`src/rtl/br_pkg.sv`:
```
package br_pkg;
  localparam int PC_W  = 16;
  localparam int D_W   = 8;
  localparam int CYC_W = 4;
  localparam int LEN_W = 3;

  typedef enum logic [3:0] {
    K_JABS   = 4'd0,
    K_JREG   = 4'd1,
    K_JREL   = 4'd2,
    K_CY_SET = 4'd3,
    K_CY_CLR = 4'd4,
    K_Z_SET  = 4'd5,
    K_Z_CLR  = 4'd6,
    K_BL_ONE = 4'd7,
    K_BL_ZER = 4'd8,
    K_BA_ONE = 4'd9,
    K_BA_ZER = 4'd10,
    K_DEC_R  = 4'd11,
    K_DEC_M  = 4'd12,
    K_RSV13  = 4'd13,
    K_RSV14  = 4'd14,
    K_RSV15  = 4'd15
  } br_kind_e;

  localparam logic [CYC_W-1:0] CYC_SHORT = CYC_W'(6);
  localparam logic [CYC_W-1:0] CYC_MID   = CYC_W'(8);
  localparam logic [CYC_W-1:0] CYC_LONG  = CYC_W'(10);
  localparam logic [CYC_W-1:0] CYC_RSV   = CYC_W'(2);
endpackage

```
`src/rtl/br_target.sv`:
```
module br_target
  import br_pkg::*;
#(
  parameter int PW = PC_W,
  parameter int DW = D_W,
  parameter int LW = LEN_W
) (
  input  logic [PW-1:0] pc,
  input  logic [DW-1:0] disp,
  input  logic [LW-1:0] len,
  input  logic [DW-1:0] cnt,
  output logic [PW-1:0] seq_pc,
  output logic [PW-1:0] rel_pc,
  output logic [DW-1:0] cnt_dec,
  output logic          dec_nz
);
  localparam int EXT = PW - DW;
  logic [PW-1:0] disp_ext;

  assign disp_ext = {{EXT{disp[DW-1]}}, disp};
  assign seq_pc   = pc + PW'(len);
  assign rel_pc   = seq_pc + disp_ext;
  assign cnt_dec  = cnt - DW'(1);
  assign dec_nz   = |cnt_dec;
endmodule

```
`src/rtl/br_decide.sv`:
```
module br_decide
  import br_pkg::*;
(
  input  logic [3:0]       kind,
  input  logic             cy,
  input  logic             z,
  input  logic             tbit,
  input  logic             dec_nz,
  output logic             taken,
  output logic             is_dec,
  output logic [CYC_W-1:0] cycles
);
  br_kind_e k;
  assign k = br_kind_e'(kind);

  always_comb begin
    taken  = 1'b0;
    is_dec = 1'b0;
    cycles = CYC_RSV;
    unique case (k)
      K_JABS, K_JREG, K_JREL: begin
        taken  = 1'b1;
        cycles = CYC_SHORT;
      end
      K_CY_SET: begin taken = cy;    cycles = CYC_SHORT; end
      K_CY_CLR: begin taken = !cy;   cycles = CYC_SHORT; end
      K_Z_SET:  begin taken = z;     cycles = CYC_SHORT; end
      K_Z_CLR:  begin taken = !z;    cycles = CYC_SHORT; end
      K_BL_ONE: begin taken = tbit;  cycles = CYC_LONG;  end
      K_BL_ZER: begin taken = !tbit; cycles = CYC_LONG;  end
      K_BA_ONE: begin taken = tbit;  cycles = CYC_MID;   end
      K_BA_ZER: begin taken = !tbit; cycles = CYC_MID;   end
      K_DEC_R: begin
        taken  = dec_nz;
        is_dec = 1'b1;
        cycles = CYC_SHORT;
      end
      K_DEC_M: begin
        taken  = dec_nz;
        is_dec = 1'b1;
        cycles = CYC_MID;
      end
      default: begin
        taken  = 1'b0;
        cycles = CYC_RSV;
      end
    endcase
  end
endmodule

```
`src/rtl/br_unit.sv`:
```
module br_unit
  import br_pkg::*;
(
  input  logic             clk,
  input  logic             rst_n,
  input  logic             req_valid,
  output logic             req_ready,
  input  logic [3:0]       req_kind,
  input  logic [PC_W-1:0]  req_pc,
  input  logic [D_W-1:0]   req_disp,
  input  logic [PC_W-1:0]  req_addr,
  input  logic [D_W-1:0]   req_a,
  input  logic [D_W-1:0]   req_x,
  input  logic             req_cy,
  input  logic             req_z,
  input  logic             req_bit,
  input  logic [D_W-1:0]   req_cnt,
  input  logic [LEN_W-1:0] req_len,
  output logic             res_valid,
  input  logic             res_ready,
  output logic [PC_W-1:0]  res_pc,
  output logic             res_taken,
  output logic [D_W-1:0]   res_cnt,
  output logic [CYC_W-1:0] res_cycles
);
  logic [PC_W-1:0]  seq_pc, rel_pc, nxt_pc;
  logic [D_W-1:0]   cnt_dec, nxt_cnt;
  logic             dec_nz, taken, is_dec, accept;
  logic [CYC_W-1:0] cycles;

  br_target #(.PW(PC_W), .DW(D_W), .LW(LEN_W)) u_tgt (
    .pc(req_pc), .disp(req_disp), .len(req_len), .cnt(req_cnt),
    .seq_pc(seq_pc), .rel_pc(rel_pc), .cnt_dec(cnt_dec), .dec_nz(dec_nz)
  );

  br_decide u_dec (
    .kind(req_kind), .cy(req_cy), .z(req_z), .tbit(req_bit),
    .dec_nz(dec_nz), .taken(taken), .is_dec(is_dec), .cycles(cycles)
  );

  always_comb begin
    if (req_kind == K_JABS)      nxt_pc = req_addr;
    else if (req_kind == K_JREG) nxt_pc = {req_a, req_x};
    else if (taken)              nxt_pc = rel_pc;
    else                         nxt_pc = seq_pc;
    nxt_cnt = is_dec ? cnt_dec : req_cnt;
  end

  assign req_ready = !res_valid || res_ready;
  assign accept    = req_valid && req_ready;

  always_ff @(posedge clk) begin
    if (!rst_n) begin
      res_valid  <= 1'b0;
      res_pc     <= '0;
      res_taken  <= 1'b0;
      res_cnt    <= '0;
      res_cycles <= '0;
    end else begin
      if (req_ready) res_valid <= req_valid;
      if (accept) begin
        res_pc     <= nxt_pc;
        res_taken  <= taken;
        res_cnt    <= nxt_cnt;
        res_cycles <= cycles;
      end
    end
  end
endmodule

```
`config.mk`:
```
export PLATFORM = sky130hd
export DESIGN_NAME = br_unit
export DESIGN_NICKNAME = d
export VERILOG_FILES = /design/src/rtl/br_pkg.sv /design/src/rtl/br_target.sv /design/src/rtl/br_decide.sv /design/src/rtl/br_unit.sv
export SDC_FILE = /design/constraint.sdc
export NUM_CORES = 1
export LEC_CHECK = 0
export ABC_AREA = 1
export BUFFER_PORTS_ARGS = -buffer_cell sky130_fd_sc_hd__buf_2
export CAP_MARGIN = 20
export CORE_ASPECT_RATIO = 1.5
export CORE_UTILIZATION = 23
export CTS_BUF_LIST = sky130_fd_sc_hd__clkbuf_16
export DETAILED_ROUTE_END_ITERATION = 12
export SETUP_SLACK_MARGIN = 0.2
export SLEW_MARGIN = 40
export SYNTH_ARGS = -nofsm -noshare
export SYNTH_HDL_FRONTEND = slang
export SYNTH_HIERARCHICAL = 1
export SYNTH_SLANG_ARGS = --single-unit
```
`constraint.sdc`:
```
create_clock -name clk -period 4.7 [get_ports clk]
set_input_delay 1.175 -clock clk [delete_from_list [all_inputs] [get_ports clk]]
set_output_delay 1.175 -clock clk [all_outputs]
set_load 0.01 [all_outputs]
```
==> results.ini, run 1 <==
[cells_and_area]
nNetsFinal = 822
diodes = 0
n_fill_cell = 1818
seq_area_um2 = 601
areaGrowthSynthToFinish_pct = 23.8
final_cells = 926
multi_input_area_um2 = 2510
drive_gt1_frac = 0.249

[route]
vias_per_cell = 4.30
vias = 3981
drtIter0Drc = 96
dr.pass1.iters = 4
ant_nets = 0
wl_um = 10500
drc = 0
wl_per_cell_um = 11.4

[logic_synthesis]
synth_ff_type = dfxtp_1
synth_top_area_cell = nand2_1
synth-seq-area-share = 0.165
syn-cell-area_um2 = 3650
synth_top_area_share = 0.180
yosys_warnings = 6
synth_nets = 724
synth.most_common_cell = nand2_1
synth_cells = 624
ys_seq_elements = 30
synth_common_cells = 175 x nand2_1, 106 x inv_1, 65 x nand3_1
synth_area_leaders = nand2_1 18%, dfxtp_1 16%, inv_1 11%
avgSynthCellArea_um2 = 5.85
synth_edf_count = 0
ys_types = 31
synthArstFlopShare = 0

[placement]
dp_hpwl_um = 8890
port_buffers = 108
gp_congestion = 0.949
dp.cells = 918

[floorplan]
die_area_um2 = 16400
coreArea_um2 = 15600
rows = 56
die_h_um = 156
die_w_um = 105
initial_core_util = 0.235
io_pins = 109

[timing]
fin_crit_sh = 0.836
tns_ns = 0
finalCriticalPeriod_ns = 3.93
skew_ns = 0.00658
hold_violations = 0
worst_pin_slew_ns = 0.712
fmax_mhz = 254
slew_headroom = 0.525
grt_setup_unrepaired = false
finalSetupViolations = 0
finalMaxSlewViolations = 0
whs_ns = 0.458

[setup_path]
critPathRequiredTime_ns = 4.87
cp-start-kind = input pin
path_class = in -> reg
worstPathArrival_ns = 4.10
cp_max_fo = 4
worst_r2r_path_depth = 5
cp-end-kind = flip-flop

[power_and_ir_drop]
p_per_area_nw_per_um2 = 246
leakage_uw = 0.00262
ir_drop_mv = 0.184

[min_path]
hold_class = reg -> reg
min_delay_path_depth = 2

[clock_network]
numCtsBuffers = 5
htreeDepth = 2
clk_path_buf_depth = 2
cts_setup_buffers = 0
hold_buffers = 0
clock_sinks = 30
clock_latency_ns = 0.28
cts_root_buf = clkbuf_16
cts_tree = done
clk_pin_slew_ns = 0.05
cts_resized = 0

[global_routing]
gr-total-overflow = 0
antenna_found_initial = 0
grt_pass1_vias = 3781
grt_max_degree = 47
grt_pass1_wl_um = 17400
track_usage = 0.132

[outcome]
status = finished clean

[flow_run]
max_cap_violations = 0

## registers in the layout, indices dropped and copies added, names as in the netlist
signal and flops:
res_pc 16, res_cnt 8, res_taken 1, res_valid 1, res_cycles 4
## path summary, 6_finish.rpt
check / from / endpoint / slack, ns
worst min-delay path: res_cnt[4]$_SDFFE_PN0P_ / res_cnt[4]$_SDFFE_PN0P_ / 0.46
worst min register to register: res_cnt[4]$_SDFFE_PN0P_ / res_cnt[4]$_SDFFE_PN0P_ / 0.46
worst max-delay path: req_pc[0] / res_pc[13]$_SDFFE_PN0P_ / 0.77
worst max register to register: res_valid$_SDFFE_PN0P_ / res_pc[4]$_SDFFE_PN0P_ / 3.10
## power by group
| part | leakage [uW] | total (uW) | switching (uW) | internal, uW |
|---|---|---|---|---|
| combinational | 0.00228 | 465 | 286 | 178 |
| clock | 0.0000864 | 358 | 113 | 245 |
| sequential | 0.000249 | 289 | 10.7 | 279 |
| total | 0.00262 | 1110 | 410 | 702 |
## cells in the final DEF (no fill, tap or decap), drive strengths merged
cell,netlist,layout
a21o,3,3
a21oi,39,39
and2,1,1
buf,14,110
bufinv,0,1
clkbuf,5,5
clkinv,1,1
conb,1,1
dfxtp,30,30
fa,2,2
ha,20,20
inv,116,118
nand2,195,195
nand3,78,78
nand4,6,6
nor2,44,44
nor3,7,7
o21ai,32,32
o21bai,1,1
or2,2,2
xnor2,8,8
xor2,19,19
## worst max-delay path, stage by stage
cell and delay (ns):
buf_2 0.10, ha_1 0.21, fa_1 0.41, nand3_1 0.11
nand2_2 0.08, nand3_2 0.10, nor2_4 0.05, xor2_1 0.21
ha_1 0.33, nand2_1 0.10, inv_1 0.08, a21oi_1 0.28
nor2_1 0.08, nor3_1 0.25, nand2_1 0.09, nand2_1 0.07
nand2_1 0.04, inv_1 0.05, nand2_1 0.04, nand2_1 0.08
nand2_2 0.05, nand3_2 0.07, a21oi_2 0.05
## area by class of cell
class,instances,area share
well taps,203,0.0562
flip-flops and latches,30,0.133
inverters,117,0.0972
clock inverters,3,0.00831
multi-input cells,458,0.555
clock buffers,5,0.0277
repair buffers,110,0.123
## kinds of logic (layout without fill, tap and decap cells)
| group | Yosys count | count (layout) | synth area share |
|---|---|---|---|
| compound gates | 75 | 75 | 0.117 |
| xor+xnor | 27 | 27 | 0.0648 |
| fa+ha+maj | 22 | 22 | 0.0796 |
| buf+inv | 136 | 235 | 0.148 |
| flops | 30 | 30 | 0.165 |
| other cells | 1 | 1 | 0.00103 |
| simple gates | 333 | 333 | 0.425 |
## per-stage QoR
step	power (uW)	util	worst slack (ns)	area, um2
finish	1110	0.290	0.770	4520
global route	1200	0.290	0.517	4520
CTS	1130	0.290	0.739	4520
detailed placement	764	0.280	0.446	4360
global placement	761	0.280	0.502	4360
floorplan	623	-	1.02	3650
## metal layers
metal	vias to the layer above	routed length, um	GRT usage
met5	-	0	0
met4	0	262	0.0503
met3	17	551	0.0192
met2	112	5490	0.258
met1	1725	4220	0.141
li1	2127	-	-
No activity file was read; power rests on OpenSTA's default activity.
==> inputs of run 2 (changes only) <==
==> constraint.sdc (replaced) <==
create_clock -name clk -period 3.35 [get_ports clk]
set_input_delay 0.8375 -clock clk [delete_from_list [all_inputs] [get_ports clk]]
set_output_delay 0.8375 -clock clk [all_outputs]
set_load 0.01 [all_outputs]
==> run 2 against run 1 <==
  * Sequential share of layout area is 2.0 points lower
  * Worst hold slack better by 0.0030 ns
  * Global-route usage rose by 0.49 points
  * Power up 50%
  * Cell count grew 5.5%
  * First-iteration DRC count is 44% higher
==> results.ini, run 2 (synthesis results as in run 1) <==
[setup_path]
critPathSlowestCell = ha_1  ; was fa_1
cp_max_fo = 4  ; unchanged
cp-start-kind = input pin  ; unchanged
worstPathArrival_ns = 3.35  ; was 4.10 ns
worst_r2r_path_depth = 5  ; unchanged
cp_cell_sequence = buf_6, ha_4, fa_2, nand3_2, nand2_2, nand3_4, nor2_4, xor2_1, ha_1, nand2_1, nand2_2, nand2_1, nand2_2, nand2_2, nand2_1, a21oi_2, nand3_1, nand2_1, inv_1, nand2_1, nand2_1, nand2_1, nand3_1, a21oi_2  ; was buf_2, ha_1, fa_1, nand3_1, nand2_2, nand3_2, nor2_4, xor2_1, ha_1, nand2_1, inv_1, a21oi_1, nor2_1, nor3_1, nand2_1, nand2_1, nand2_1, inv_1, nand2_1, nand2_1, nand2_2, nand3_2, a21oi_2
cp_common_cell = nand2_1  ; unchanged
cp-end-kind = flip-flop  ; unchanged
max_stage_delay_ns = 0.37  ; was 0.41 ns
path_class = in -> reg  ; unchanged
critPathRequiredTime_ns = 3.57  ; was 4.87 ns

[power_and_ir_drop]
leakage_uw = 0.00292  ; was 0.00262 uW
p_total_uw = 1670  ; was 1110 uW
p_per_area_nw_per_um2 = 315  ; was 246 nW/um2
p_switching_uw = 637  ; was 410 uW
clkPwrFrac = 0.251  ; was 0.322
internal_power_uw = 1030  ; was 702 uW
seqPwrFrac = 0.243  ; was 0.260
switching_share = 0.382  ; was 0.369
ir_drop_mv = 0.318  ; was 0.184 mV
p_comb_frac = 0.506  ; was 0.418

[route]
vias_per_cell = 4.33  ; was 4.30
dr.pass1.iters = 4  ; unchanged
vias = 4228  ; was 3981
ant_nets = 0  ; unchanged
wl_um = 11400  ; was 10500 um
wl_per_cell_um = 11.7  ; was 11.4 um
drtIter0Drc = 138  ; was 96
drc = 0  ; unchanged

[cells_and_area]
largestRegisters = res_pc (16), res_cnt (8), res_cycles (4)  ; unchanged
mostFrequentLayoutCells = 157 x nand2_1, 105 x inv_1, 104 x buf_2  ; was 175 x nand2_1, 108 x inv_1, 108 x buf_2
drive_gt1_frac = 0.381  ; was 0.249
nNetsFinal = 874  ; was 822
diodes = 0  ; unchanged
largest_reg_flops = 16  ; unchanged
areaGrowthSynthToFinish_pct = 45.2  ; was 23.8%
final_common_cell = nand2_1  ; unchanged
n_fill_cell = 1752  ; was 1818
regMostFlops = res_pc  ; unchanged

[timing]
tns_ns = 0  ; unchanged
finalSetupViolations = 0  ; unchanged
hold_violations = 0  ; unchanged
finalCriticalPeriod_ns = 3.13
slew_headroom = 0.514  ; was 0.525
fmax_mhz = 319
skew_ns = 0.00325  ; was 0.00658 ns
final.setup.worst_slack_ns = 0.216  ; was 0.770 ns
grt_setup_unrepaired = true  ; was false
whs_ns = 0.461  ; was 0.458 ns
fin_crit_sh = 0.936
finalMaxSlewViolations = 0  ; unchanged
worst_pin_slew_ns = 0.727  ; was 0.712 ns

[global_routing]
gr-total-overflow = 0  ; unchanged
antenna_found_initial = 0  ; unchanged
grt_pass1_vias = 4021  ; was 3781
track_usage = 0.137  ; was 0.132
grt_pass1_wl_um = 18100  ; was 17400 um
grt_max_degree = 47  ; unchanged

[clock_network]
clk_pin_slew_ns = 0.05  ; about the same
clock_sinks = 30  ; unchanged
htreeDepth = 2  ; unchanged
clk_path_buf_depth = 2  ; unchanged
cts_root_buf = clkbuf_16  ; unchanged
cts_tree = done  ; unchanged
numCtsBuffers = 5  ; unchanged
clock_latency_ns = 0.28  ; about the same

[min_path]
min_delay_path_depth = 2  ; unchanged
hold_class = reg -> reg  ; unchanged

[floorplan]
coreArea_um2 = 15600  ; unchanged
die_w_um = 105  ; unchanged
initial_core_util = 0.235  ; unchanged
rows = 56  ; unchanged
die_area_um2 = 16400  ; unchanged
die_h_um = 156  ; unchanged
io_pins = 109  ; unchanged

[placement]
gp_congestion = 0.925  ; was 0.949
port_buffers = 108  ; unchanged
dp_hpwl_um = 9260  ; was 8890 um
place_worst_setup_slack_ns = -0.167  ; was 0.446 ns

[outcome]
status = finished clean  ; unchanged

[flow_run]
max_cap_violations = 0  ; unchanged

## run 2: final timing paths
kind                           start                      end  slack (ns)
min          res_cnt[7]$_SDFFE_PN0P_  res_cnt[7]$_SDFFE_PN0P_        0.46
max                        req_pc[0]  res_pc[15]$_SDFFE_PN0P_        0.22
min reg2reg  res_cnt[7]$_SDFFE_PN0P_  res_cnt[7]$_SDFFE_PN0P_        0.46
max reg2reg   res_valid$_SDFFE_PN0P_   res_pc[5]$_SDFFE_PN0P_        1.73
## run 2: final cells by class
cell class	instances	area (um2)	area share
Inverter	117	439	0.0829
Sequential cell	30	601	0.113
Clock buffer	5	125	0.0236
Tap cell	203	254	0.0480
Multi-Input combinational cell	458	2900	0.548
Timing Repair Buffer	162	967	0.183
Clock inverter	2	7.51	0.00142
## run 2: routing by layer
layer	global-route usage	share of wire	vias up
li1	-	-	2231
met1	0.147	0.40	1873
met2	0.268	0.52	102
met3	0.0175	0.040	22
met4	0.0503	0.030	0
met5	0	0	-
## run 2: worst max-delay path: cells and delay by family
| kind | cells | cell delay [ns] |
|---|---|---|
| buffers and inverters | 2 | 0.13 |
| adder cells (fa/ha/maj) | 3 | 0.87 |
| AND/OR/NAND/NOR | 16 | 1.12 |
| AO/OA/AOI/OAI | 2 | 0.24 |
| XOR/XNOR | 1 | 0.15 |
## run 2: timing repair
item | CTS | global route
endpoints found under the setup margin | 6 | 11
resized for setup | 20 | 49
hold buffers | 0 | 0
gates cloned | 0 | 0
buffers inserted | 10 | 8
pin swaps | 18 | 41
## run 2: stage by stage
stage           util  cell area (um2)  instances
3_3_place_gp   0.301             4670        952
4_1_cts        0.319             4960        969
5_1_grt        0.340             5300        977
3_5_place_dp   0.301             4670        952
2_1_floorplan      -             3710        624
6_report       0.340             5300        977
## run 2: power by group through the flow
stage	logic, uW	registers [uW]	clock network (uW)
floorplan	457	428	0
global placement	736	412	0
detailed placement	738	412	0
CTS	771	405	431
global route	945	408	441
finish	844	405	420
==> inputs of run 3 (changes only) <==
--- a/config.mk
+++ b/config.mk
@@ -8,10 +8,14 @@
 export ABC_AREA = 1
 export BUFFER_PORTS_ARGS = -buffer_cell sky130_fd_sc_hd__buf_2
 export CAP_MARGIN = 20
+export CELL_PAD_IN_SITES_DETAIL_PLACEMENT = 0
+export CELL_PAD_IN_SITES_GLOBAL_PLACEMENT = 1
 export CORE_ASPECT_RATIO = 1.5
 export CORE_UTILIZATION = 23
 export CTS_BUF_LIST = sky130_fd_sc_hd__clkbuf_16
 export DETAILED_ROUTE_END_ITERATION = 12
+export PLACE_DENSITY_LB_ADDON = 0.1
+export REMOVE_ABC_BUFFERS = 1
 export SETUP_SLACK_MARGIN = 0.2
 export SLEW_MARGIN = 40
 export SYNTH_ARGS = -nofsm -noshare
==> run 3 against run 2 <==
  * The flow now finishes with violations (design-rule violations)
  * Global-route usage increased by 0.87 points
  * Worst hold slack improved by 0.0014 ns
  * Clock power increased by 2%
  * Die area unchanged
  * Combinational power increased by 6.6%
  * Wire length increased by 5.4%
  * Via count increased by 0.50%
  * First-iteration DRC count decreased by 34%
  * Sequential power about the same
  * Final area increased by 5.2%
  * Non-clock buffer count increased by 16
==> results.ini, run 3 (synthesis results as in run 1) <==
[placement]
place_worst_setup_slack_ns = -0.467  ; was -0.167 ns
port_buffers = 108  ; unchanged
dpl-instance-area_um2 = 4670  ; about the same
gp_congestion = 0.840  ; was 0.925
dp_hpwl_um = 9390  ; was 9260 um

[global_routing]
grt_pass1_wl_um = 19400  ; was 18100 um
grt_max_degree = 47  ; unchanged
gr-total-overflow = 0  ; unchanged
track_usage = 0.145  ; was 0.137
antenna_found_initial = 0  ; unchanged
grt_pass1_vias = 4145  ; was 4021

[clock_network]
cts_root_buf = clkbuf_16  ; unchanged
clk_pin_slew_ns = 0.05  ; about the same
cts_tree = done  ; unchanged
numCtsBuffers = 5  ; unchanged
clk_path_buf_depth = 2  ; unchanged
clock_sinks = 30  ; unchanged
htreeDepth = 2  ; unchanged
clock_latency_ns = 0.27  ; was 0.28 ns

[outcome]
violations = design-rule violations
status = complete, but fails checks  ; was finished clean

[cells_and_area]
mostFrequentLayoutCells = 146 x nand2_1, 103 x buf_2, 101 x inv_1  ; was 157 x nand2_1, 105 x inv_1, 104 x buf_2
final_common_cell = nand2_1  ; unchanged
drive_gt1_frac = 0.417  ; was 0.381
regMostFlops = res_pc  ; unchanged
diodes = 0  ; unchanged
final_area_um2 = 5570  ; was 5300 um2
largestRegisters = res_pc (16), res_cnt (8), res_cycles (4)  ; unchanged
n_fill_cell = 1778  ; was 1752
areaGrowthSynthToFinish_pct = 52.7  ; was 45.2%
largest_reg_flops = 16  ; unchanged
nNetsFinal = 890  ; was 874

[floorplan]
coreArea_um2 = 15600  ; unchanged
rows = 56  ; unchanged
die_area_um2 = 16400  ; unchanged
die_w_um = 105  ; unchanged
die_h_um = 156  ; unchanged
initial_core_util = 0.235  ; unchanged
io_pins = 109  ; unchanged

[setup_path]
cp-start-kind = input pin  ; unchanged
path_class = in -> reg  ; unchanged
critPathRequiredTime_ns = 3.56  ; was 3.57 ns
cp-end-kind = flip-flop  ; unchanged
cp_max_fo = 4  ; unchanged
worstPathArrival_ns = 3.40  ; was 3.35 ns

[power_and_ir_drop]
clkPwrFrac = 0.247  ; was 0.251
p_switching_uw = 665  ; was 637 uW
internal_power_uw = 1070  ; was 1030 uW
p_comb_frac = 0.518  ; was 0.506
ir_drop_mv = 0.171  ; was 0.318 mV
leakage_uw = 0.00303  ; was 0.00292 uW
seqPwrFrac = 0.234  ; was 0.243
switching_share = 0.383  ; was 0.382
p_per_area_nw_per_um2 = 312  ; was 315 nW/um2
p_total_uw = 1740  ; was 1670 uW

[timing]
final.setup.worst_slack_ns = 0.163  ; was 0.216 ns
fin_crit_sh = 0.951  ; was 0.936
grt_setup_unrepaired = true  ; unchanged
tns_ns = 0  ; unchanged
slew_headroom = 0.517  ; was 0.514
hold_violations = 0  ; unchanged
fmax_mhz = 314  ; was 319 MHz
finalMaxSlewViolations = 0  ; unchanged
skew_ns = 0.00197  ; was 0.00325 ns
worst_pin_slew_ns = 0.723  ; was 0.727 ns
finalSetupViolations = 0  ; unchanged
finalCriticalPeriod_ns = 3.19  ; was 3.13 ns

[route]
dr.pass1.iters = 10  ; was 4
drc = 2  ; was 0
wl_um = 12100  ; was 11400 um
vias_per_cell = 4.27  ; was 4.33
ant_nets = 0  ; unchanged
vias = 4249  ; was 4228
wl_per_cell_um = 12.1  ; was 11.7 um
drtIter0Drc = 91  ; was 138

[flow_run]
max_cap_violations = 0  ; unchanged

[min_path]
hold_class = reg -> reg  ; unchanged

-- run 3: layer usage --
metal / wire length (um) / global-route usage / vias to the layer above
li1: - / - / 2272
met1: 5000 / 0.160 / 1879
met2: 6490 / 0.293 / 88
met3: 382 / 0.0125 / 10
met4: 189 / 0.0389 / 0
met5: 0 / 0 / -
-- run 3: final timing paths --
path / startpoint / end / slack (ns) / depth (start not counted)
min: res_cnt[5]$_SDFFE_PN0P_ / res_cnt[5]$_SDFFE_PN0P_ / 0.46 / 2
min reg2reg: res_cnt[5]$_SDFFE_PN0P_ / res_cnt[5]$_SDFFE_PN0P_ / 0.46 / 2
max reg2reg: res_valid$_SDFFE_PN0P_ / res_pc[5]$_SDFFE_PN0P_ / 1.70 / 5
max: req_len[0] / res_pc[7]$_SDFFE_PN0P_ / 0.16 / 21
-- run 3: what timing repair did --
| action | CTS | global route |
|---|---|---|
| pin swaps | 39 | 64 |
| resized for setup | 50 | 66 |
| hold buffers | 0 | 0 |
| endpoints found under the setup margin | 10 | 10 |
| buffers inserted | 14 | 12 |
-- run 3: power by group through the flow --
stage	combinational [uW]	sequential, uW	clock (uW)
floorplan	431	428	0
global placement	733	414	0
detailed placement	735	414	0
CTS	803	407	447
global route	1010	411	462
finish	900	407	430
-- run 3: metrics by stage --
stage | utilization | instances | hold WS [ns]
6_report | 0.358 | 994 | 0.463
3_3_place_gp | 0.300 | 960 | 0.451
3_5_place_dp | 0.300 | 960 | 0.455
4_1_cts | 0.332 | 982 | 0.463
5_1_grt | 0.358 | 994 | 0.486
2_1_floorplan | - | 605 | 0.490
-- run 3: area by class of cell --
class,instances,area [um2],share of cell area
flip-flops and latches,30,601,0.108
clock inverters,3,12.5,0.00225
well taps,203,254,0.0456
repair buffers,178,1120,0.202
multi-input cells,458,3020,0.541
inverters,117,439,0.0788
clock buffers,5,125,0.0225
-- run 3: worst max-delay path, cell delays in order --
cell and delay (ns):
buf_6 0.10, ha_4 0.15, fa_2 0.36, nand3_2 0.10, nand2_4 0.06, buf_4 0.13, buf_6 0.11, xor2_4 0.15
ha_4 0.31, nand2_2 0.05, nor2_1 0.09, nand3_1 0.12, nand2_4 0.15, buf_6 0.11, xor2_1 0.12, inv_1 0.05
nand2_1 0.05, nand2_1 0.05, nand2_1 0.07, nand3_1 0.08, a21oi_1 0.15
